**src/rtl/pmu_pkg.sv**
```systemverilog
package pmu_pkg;
  localparam int DATA_W      = 32;
  localparam int SEL_W       = 8;
  localparam int NUM_EV      = 2;
  localparam int NUM_CTR     = NUM_EV + 1;

  // control word bit positions (decoded by software)
  localparam int B_RUN       = 0;
  localparam int B_EV_RST    = 1;
  localparam int B_CY_RST    = 2;
  localparam int B_DIV       = 3;
  localparam int B_IE        = 4;
  localparam int B_FLAG      = 8;
  localparam int B_SEL       = 12;

  // counter slot order inside the enable and flag fields
  localparam int IDX_CYC     = NUM_EV;

  localparam logic [SEL_W-1:0] SEL_OFF = '1;

  typedef enum logic [1:0] {
    RA_CTRL = 2'd0,
    RA_CYC  = 2'd1,
    RA_EV0  = 2'd2,
    RA_EV1  = 2'd3
  } reg_addr_e;
endpackage

```
**src/rtl/pmu_counter.sv**
```systemverilog
module pmu_counter #(
  parameter int W = 32
) (
  input  logic         clk,
  input  logic         rst,
  input  logic         inc,
  input  logic         clr,
  input  logic         ld,
  input  logic [W-1:0] ld_val,
  output logic [W-1:0] cnt,
  output logic         wrap
);
  // a load or clear in the same cycle suppresses the step and its wrap
  assign wrap = inc & ~ld & ~clr & (&cnt);

  always_ff @(posedge clk) begin
    if (rst)       cnt <= '0;
    else if (ld)   cnt <= ld_val;
    else if (clr)  cnt <= '0;
    else if (inc)  cnt <= cnt + 1'b1;
  end
endmodule

```
**src/rtl/pmu_prescale.sv**
```systemverilog
module pmu_prescale #(
  parameter int DIV = 64
) (
  input  logic clk,
  input  logic rst,
  input  logic clr,
  input  logic run,
  input  logic div_on,
  output logic tick
);
  localparam int PW = (DIV > 1) ? $clog2(DIV) : 1;
  localparam logic [PW-1:0] LAST = PW'(DIV - 1);

  logic [PW-1:0] phase;

  assign tick = div_on ? (phase == LAST) : 1'b1;

  always_ff @(posedge clk) begin
    if (rst || clr)  phase <= '0;
    else if (run)    phase <= (phase == LAST) ? '0 : phase + 1'b1;
  end
endmodule

```
**src/rtl/pmu_event_sel.sv**
```systemverilog
module pmu_event_sel #(
  parameter int EVT_W = 32,
  parameter int SEL_W = 8
) (
  input  logic [EVT_W-1:0] events,
  input  logic [SEL_W-1:0] sel,
  input  logic             run,
  output logic             hit
);
  localparam int IW = (EVT_W > 1) ? $clog2(EVT_W) : 1;
  localparam logic [SEL_W-1:0] OFF = '1;

  logic in_range;
  assign in_range = (int'(sel) < EVT_W) && (sel != OFF);
  assign hit      = run & in_range & events[sel[IW-1:0]];
endmodule

```
**src/rtl/pmu_ctrl.sv**
```systemverilog
module pmu_ctrl
  import pmu_pkg::*;
#(
  parameter int NEV = NUM_EV
) (
  input  logic                      clk,
  input  logic                      rst,
  input  logic                      wr,
  input  logic [DATA_W-1:0]         wdata,
  input  logic [NEV:0]              wrap,
  output logic                      run,
  output logic                      div_on,
  output logic [NEV:0]              ie,
  output logic [NEV:0]              flags,
  output logic [NEV-1:0][SEL_W-1:0] sel,
  output logic                      ev_rst,
  output logic                      cy_rst
);
  localparam int NC = NEV + 1;

  assign ev_rst = wr & wdata[B_EV_RST];
  assign cy_rst = wr & wdata[B_CY_RST];

  always_ff @(posedge clk) begin
    if (rst) begin
      run    <= 1'b0;
      div_on <= 1'b0;
      ie     <= '0;
    end else if (wr) begin
      run    <= wdata[B_RUN];
      div_on <= wdata[B_DIV];
      ie     <= wdata[B_IE +: NC];
    end
  end

  for (genvar g = 0; g < NEV; g++) begin : g_sel
    always_ff @(posedge clk) begin
      if (rst)     sel[g] <= '0;
      else if (wr) sel[g] <= wdata[B_SEL + g*SEL_W +: SEL_W];
    end
  end

  // new overflow outranks a write-one clear in the same cycle
  for (genvar c = 0; c < NC; c++) begin : g_flag
    always_ff @(posedge clk) begin
      if (rst)          flags[c] <= 1'b0;
      else if (wrap[c]) flags[c] <= 1'b1;
      else if (wr && wdata[B_FLAG + c]) flags[c] <= 1'b0;
    end
  end

  logic unused_wbits;
  assign unused_wbits = ^{wdata[DATA_W-1:B_SEL + NEV*SEL_W], wdata[B_FLAG-1:B_IE+NC],
                          wdata[B_SEL-1:B_FLAG+NC]};
endmodule

```
**src/rtl/perf_mon_top.sv**
```systemverilog
module perf_mon_top
  import pmu_pkg::*;
#(
  parameter int CNT_W = 32,
  parameter int EVT_W = 32,
  parameter int DIV   = 64
) (
  input  logic              clk,
  input  logic              rst,
  input  logic [EVT_W-1:0]  events,
  input  logic              reg_wr,
  input  logic [1:0]        reg_addr,
  input  logic [DATA_W-1:0] reg_wdata,
  output logic [DATA_W-1:0] reg_rdata,
  output logic              irq
);
  localparam int NC = NUM_CTR;

  logic                         run, div_on, ev_rst, cy_rst, tick;
  logic [NC-1:0]                ie, flags, wrap;
  logic [NUM_EV-1:0][SEL_W-1:0] ev_sel;
  logic [NUM_EV-1:0][CNT_W-1:0] ev_cnt;
  logic [CNT_W-1:0]             cyc_cnt;
  logic [DATA_W-1:0]            ctrl_word;

  pmu_ctrl #(.NEV(NUM_EV)) u_ctrl (
    .clk(clk), .rst(rst),
    .wr(reg_wr && reg_addr == RA_CTRL), .wdata(reg_wdata), .wrap(wrap),
    .run(run), .div_on(div_on), .ie(ie), .flags(flags), .sel(ev_sel),
    .ev_rst(ev_rst), .cy_rst(cy_rst)
  );

  pmu_prescale #(.DIV(DIV)) u_pre (
    .clk(clk), .rst(rst), .clr(cy_rst), .run(run), .div_on(div_on), .tick(tick)
  );

  pmu_counter #(.W(CNT_W)) u_cyc (
    .clk(clk), .rst(rst), .inc(run & tick), .clr(cy_rst),
    .ld(reg_wr && reg_addr == RA_CYC), .ld_val(reg_wdata[CNT_W-1:0]),
    .cnt(cyc_cnt), .wrap(wrap[IDX_CYC])
  );

  for (genvar g = 0; g < NUM_EV; g++) begin : g_ev
    logic hit;
    pmu_event_sel #(.EVT_W(EVT_W), .SEL_W(SEL_W)) u_sel (
      .events(events), .sel(ev_sel[g]), .run(run), .hit(hit)
    );
    pmu_counter #(.W(CNT_W)) u_cnt (
      .clk(clk), .rst(rst), .inc(hit), .clr(ev_rst),
      .ld(reg_wr && reg_addr == 2'(int'(RA_EV0) + g)),
      .ld_val(reg_wdata[CNT_W-1:0]),
      .cnt(ev_cnt[g]), .wrap(wrap[g])
    );
  end

  always_comb begin
    ctrl_word = '0;
    ctrl_word[B_RUN]        = run;
    ctrl_word[B_DIV]        = div_on;
    ctrl_word[B_IE +: NC]   = ie;
    ctrl_word[B_FLAG +: NC] = flags;
    for (int g = 0; g < NUM_EV; g++)
      ctrl_word[B_SEL + g*SEL_W +: SEL_W] = ev_sel[g];
  end

  always_ff @(posedge clk) begin
    if (rst) begin
      reg_rdata <= '0;
      irq       <= 1'b0;
    end else begin
      irq <= |(flags & ie);
      case (reg_addr)
        RA_CTRL: reg_rdata <= ctrl_word;
        RA_CYC:  reg_rdata <= DATA_W'(cyc_cnt);
        RA_EV0:  reg_rdata <= DATA_W'(ev_cnt[0]);
        default: reg_rdata <= DATA_W'(ev_cnt[1]);
      endcase
    end
  end
endmodule

```
**config.mk**
```make
export PLATFORM = sky130hd
export DESIGN_NAME = perf_mon_top
export DESIGN_NICKNAME = d
export VERILOG_FILES = /design/src/rtl/pmu_pkg.sv /design/src/rtl/pmu_counter.sv /design/src/rtl/pmu_prescale.sv /design/src/rtl/pmu_event_sel.sv /design/src/rtl/pmu_ctrl.sv /design/src/rtl/perf_mon_top.sv
export SDC_FILE = /design/constraint.sdc
export NUM_CORES = 1
export LEC_CHECK = 0
export ABC_AREA = 0
export CAP_MARGIN = 20
export CORE_ASPECT_RATIO = 0.7
export CORE_MARGIN = 2
export CORE_UTILIZATION = 40
export CTS_CLUSTER_SIZE = 8
export DETAILED_ROUTE_END_ITERATION = 8
export HOLD_SLACK_MARGIN = 0.1
export PLACE_DENSITY = 0.71
export SETUP_SLACK_MARGIN = 0.1
export SLEW_MARGIN = 20
export SYNTH_ARGS = -nofsm -noshare
export SYNTH_HDL_FRONTEND = slang
export SYNTH_SLANG_ARGS = --single-unit
```
**constraint.sdc**
```tcl
create_clock -name clk -period 2.5 [get_ports clk]
set_clock_uncertainty 0.1 [all_clocks]
set_input_delay 0.625 -clock clk [delete_from_list [all_inputs] [get_ports clk]]
set_output_delay 0.625 -clock clk [all_outputs]
set_load 0.01 [all_outputs]
```
==> results.md <==
- DP Area: 12130 sq um
- Fin area: 13390 sq um
- Primary FF master, synth: dfxtp_1
- Largest net degree at the start of global routing: 74
- Max-slew violations: 0
- Fillers: 2081
- CP Capture Type: flip-flop
- Area of the multi-input gates: 6441 sq um
- Drt first pass iters: 6
- Synth Register Bits: 159
- Gpl congestion: 0.9945
- Hold slack: 379.9 ps
- Ant diodes: 0
- Max_slew headroom: 0.5615
- RSZ-0062 raised after global routing: true
- First-pass GRT wire length: 58270 microns
- Count of cell types in the netlist: 79
- Number of synthesized flops with an enable pin: 0
- CTS Hold Bufs: 0
- DR WL/cell: 23.13 microns
- Initial core utilization: 0.4096
- Busiest metal layer after global routing: met2
- # rows: 47
- Power Density: 457.6 nW/um^2
- Residual DRC: 0
- Worst skew pair latency: 450 ps
- Failing checks: setup timing
- Area Overhead vs Synth: 37.22%
- Internal: 0.004325 W
- Reg area: 3201 sq um
- Finished Layout Cells: 1710
- Syn Area/Cell: 8.330 sq um
- Peak Freq: 393.5 MHz
- Input/output buffers: 101
- Root buf cell: clkbuf_16
- Post-Syn Area: 9754 sq um
- Worst-path clk slew: 70 ps
- Max VDD drop: 547.7 uV
- Share of Yosys cell area claimed by the top area cell type: 0.3263
- Hold Path Class: flip-flop to flip-flop
- GR Layer Usage met1: 0.4192
- Gr ovfl total: 0
- Met2 Usage GRT: 0.4317
- H-tree level count: 4
- Period minus WS final: 2541 ps
- Setup WS post-layout: -41.45 ps
- Worst slew pin tran: 657.1 ps
- Part of the power in registers: 0.431
- DIE AREA: 25670 sq um
- Outcome: finished with violations
- Critical Path RT: 2730 ps
- Cell Chain, Critical Path: nand4_1 -> or4b_4 -> or2_1 -> o31ai_1 -> nor4bb_1
- Ys Warns: 0
- Layout cells sized above 1: 0.2450
- Asr flop ratio synth: 0
- Syn nets: 1244
- CTS Buf Count: 17
- Via count: 11.03k
- IO Pins: 102
- CTS sink cnt: 159
- Total track usage: 0.2976
- Die width: 190.6 microns
- Met3 Use GR: 0.07536
- Post-Route WL: 39550 microns
- Final setup viols: 1
- Tcrit/Tclk final: 1.017
- Most frequent cells after synthesis: 159 x dfxtp_1, 145 x nand2_1, 107 x a21oi_1
- Clock Power Share: 0.412
- Inst Count DP: 1658
- Die Height: 134.7 microns
- Fin. Hold Viols: 0
- CP arrival: 2770 ps
- Peak fanout along the critical path: 6
- CTS tree: built
- Sw frac: 0.2938
- Register area share after synthesis: 0.3263
- DP Wirelength: 27830 microns
- Largest cells by area after synthesis: dfxtp_1 33%, mux4_2 7.6%, nand2_1 5.6%, a21oi_1 5.5%, nor3_1 3.2%
- Dominant cell type by area after synthesis: dfxtp_1
- Vias in the first global route: 9934
- Initial antenna violation count: 0
- Remaining antenna violation count: 0
- CP max stage delay: 670 ps
- Top-count cell post-synth: dfxtp_1
- Deepest clock path buffer count: 2
- Combinational power share: 0.157
- Mapped Cells: 1171
- Critical Path Source Type: flip-flop
- Core ar.: 23820 sq um
- Cell leakage power: 4.845 nW
- Critical-path cell with the highest stage delay: or4b_4
- DR iter-0 viols: 1623
- Reported net switching power: 0.001799 W
- Crit Path Category: flip-flop to flip-flop
- Final net count: 1453
- Via density: 6.451
- Max Cap Violations: 0
[layer usage]
metal / wire, microns / up-vias
li1: - / 4868
met1: 16490 / 5203
met2: 16370 / 826
met3: 4932 / 134
met4: 1759 / 0
met5: 0 / -
[per-stage QoR]
stage	setup WS, ps	power (W)	TNS [ps]	util
detailed placement	-593.0	0.003565	-33630	0.5094
floorplan	49.30	0.003108	0	-
CTS	47.42	0.006058	0	0.5411
finish	-41.45	0.006125	-41.45	0.5620
global placement	-518.2	0.003555	-30940	0.5094
global route	-160.7	0.006284	-494.2	0.5620
[path summary, 6_finish.rpt]
path | start | cells past startpoint | slack [ps] | to
max | g_ev[1].u_cnt.cnt[17]$_SDFFE_PP0P_ | 5 | -40 | g_ev[1].u_cnt.cnt[29]$_SDFFE_PP0P_
min | u_ctrl.sel[15]$_SDFFE_PP0N_ | 2 | 380 | u_ctrl.sel[15]$_SDFFE_PP0N_
max reg2reg | g_ev[1].u_cnt.cnt[17]$_SDFFE_PP0P_ | 5 | -40 | g_ev[1].u_cnt.cnt[29]$_SDFFE_PP0P_
min reg2reg | u_ctrl.sel[15]$_SDFFE_PP0N_ | 2 | 380 | u_ctrl.sel[15]$_SDFFE_PP0N_
[critical path, delay by kind of cell (launching register included)]
family / cells / cell delay [ps]
AO/OA/AOI/OAI: 1 / 240
flip-flops: 1 / 440
AND/OR/NAND/NOR: 4 / 1630
[cells by family after synthesis]
family / after synthesis / synth area share
xor+xnor: 14 / 0.01257
buf+inv: 117 / 0.05310
mux: 67 / 0.1156
simple gates: 476 / 0.2504
fa+ha+maj: 4 / 0.005131
flops: 159 / 0.3263
compound gates: 334 / 0.2369
[power groups by stage]
stage          clock [W]  combinational, W  sequential (W)
2_1_floorplan          0          0.000429         0.00268
3_3_place_gp           0          0.000862         0.00269
3_5_place_dp           0          0.000871         0.00269
4_1_cts          0.00253          0.000888         0.00264
5_1_grt          0.00264           0.00100         0.00265
6_report         0.00253          0.000959         0.00264
[cells in the final DEF (no fill, tap or decap), types with 9 or more instances in the layout]
master / netlist / routed
dfxtp_1: 159 / 151
buf_4: 4 / 151
nand2_1: 145 / 144
a21oi_1: 107 / 105
nor2_1: 70 / 67
clkdlybuf4s50_1: 0 / 66
nor3_1: 63 / 57
and2_1: 42 / 42
nand3_1: 38 / 38
mux4_2: 33 / 35
nand4_1: 33 / 33
o21ai_0: 32 / 30
inv_1: 23 / 23
mux2i_1: 23 / 23
a31oi_1: 23 / 22
dlygate4sd2_1: 0 / 22
a22oi_1: 21 / 21
clkbuf_16: 0 / 20
and3_1: 22 / 19
a211oi_1: 19 / 19
buf_12: 0 / 17
o21ai_1: 13 / 13
and4_1: 13 / 12
xnor2_1: 10 / 10
dlymetal6s2s_1: 0 / 10
a221oi_2: 4 / 9
buf_6: 7 / 9
[sequential cells by signal, indices dropped and copies added (netlist names)]
signal,count
irq,1
g_ev.u_cnt.cnt,64
u_ctrl.div_on,1
u_ctrl.run,1
u_cyc.cnt,32
u_ctrl.ie,3
reg_rdata,32
u_ctrl.sel,16
u_ctrl.flags,3
u_pre.phase,6
[area by class of cell]
class	instances	area share
timing repair buffer	284	0.2026
sequential	159	0.2391
clock inverter	13	0.008132
tap	318	0.02973
multi-input combinational	895	0.4812
clock buffer	18	0.03281
inverter	23	0.006450
[timing repair]
item	CTS	global route
gates cloned	1	3
endpoints found under the setup margin	65	71
buffers inserted	6	11
gates resized for setup	68	70
pin swaps	28	33
Power figures use the tool's default switching activity.
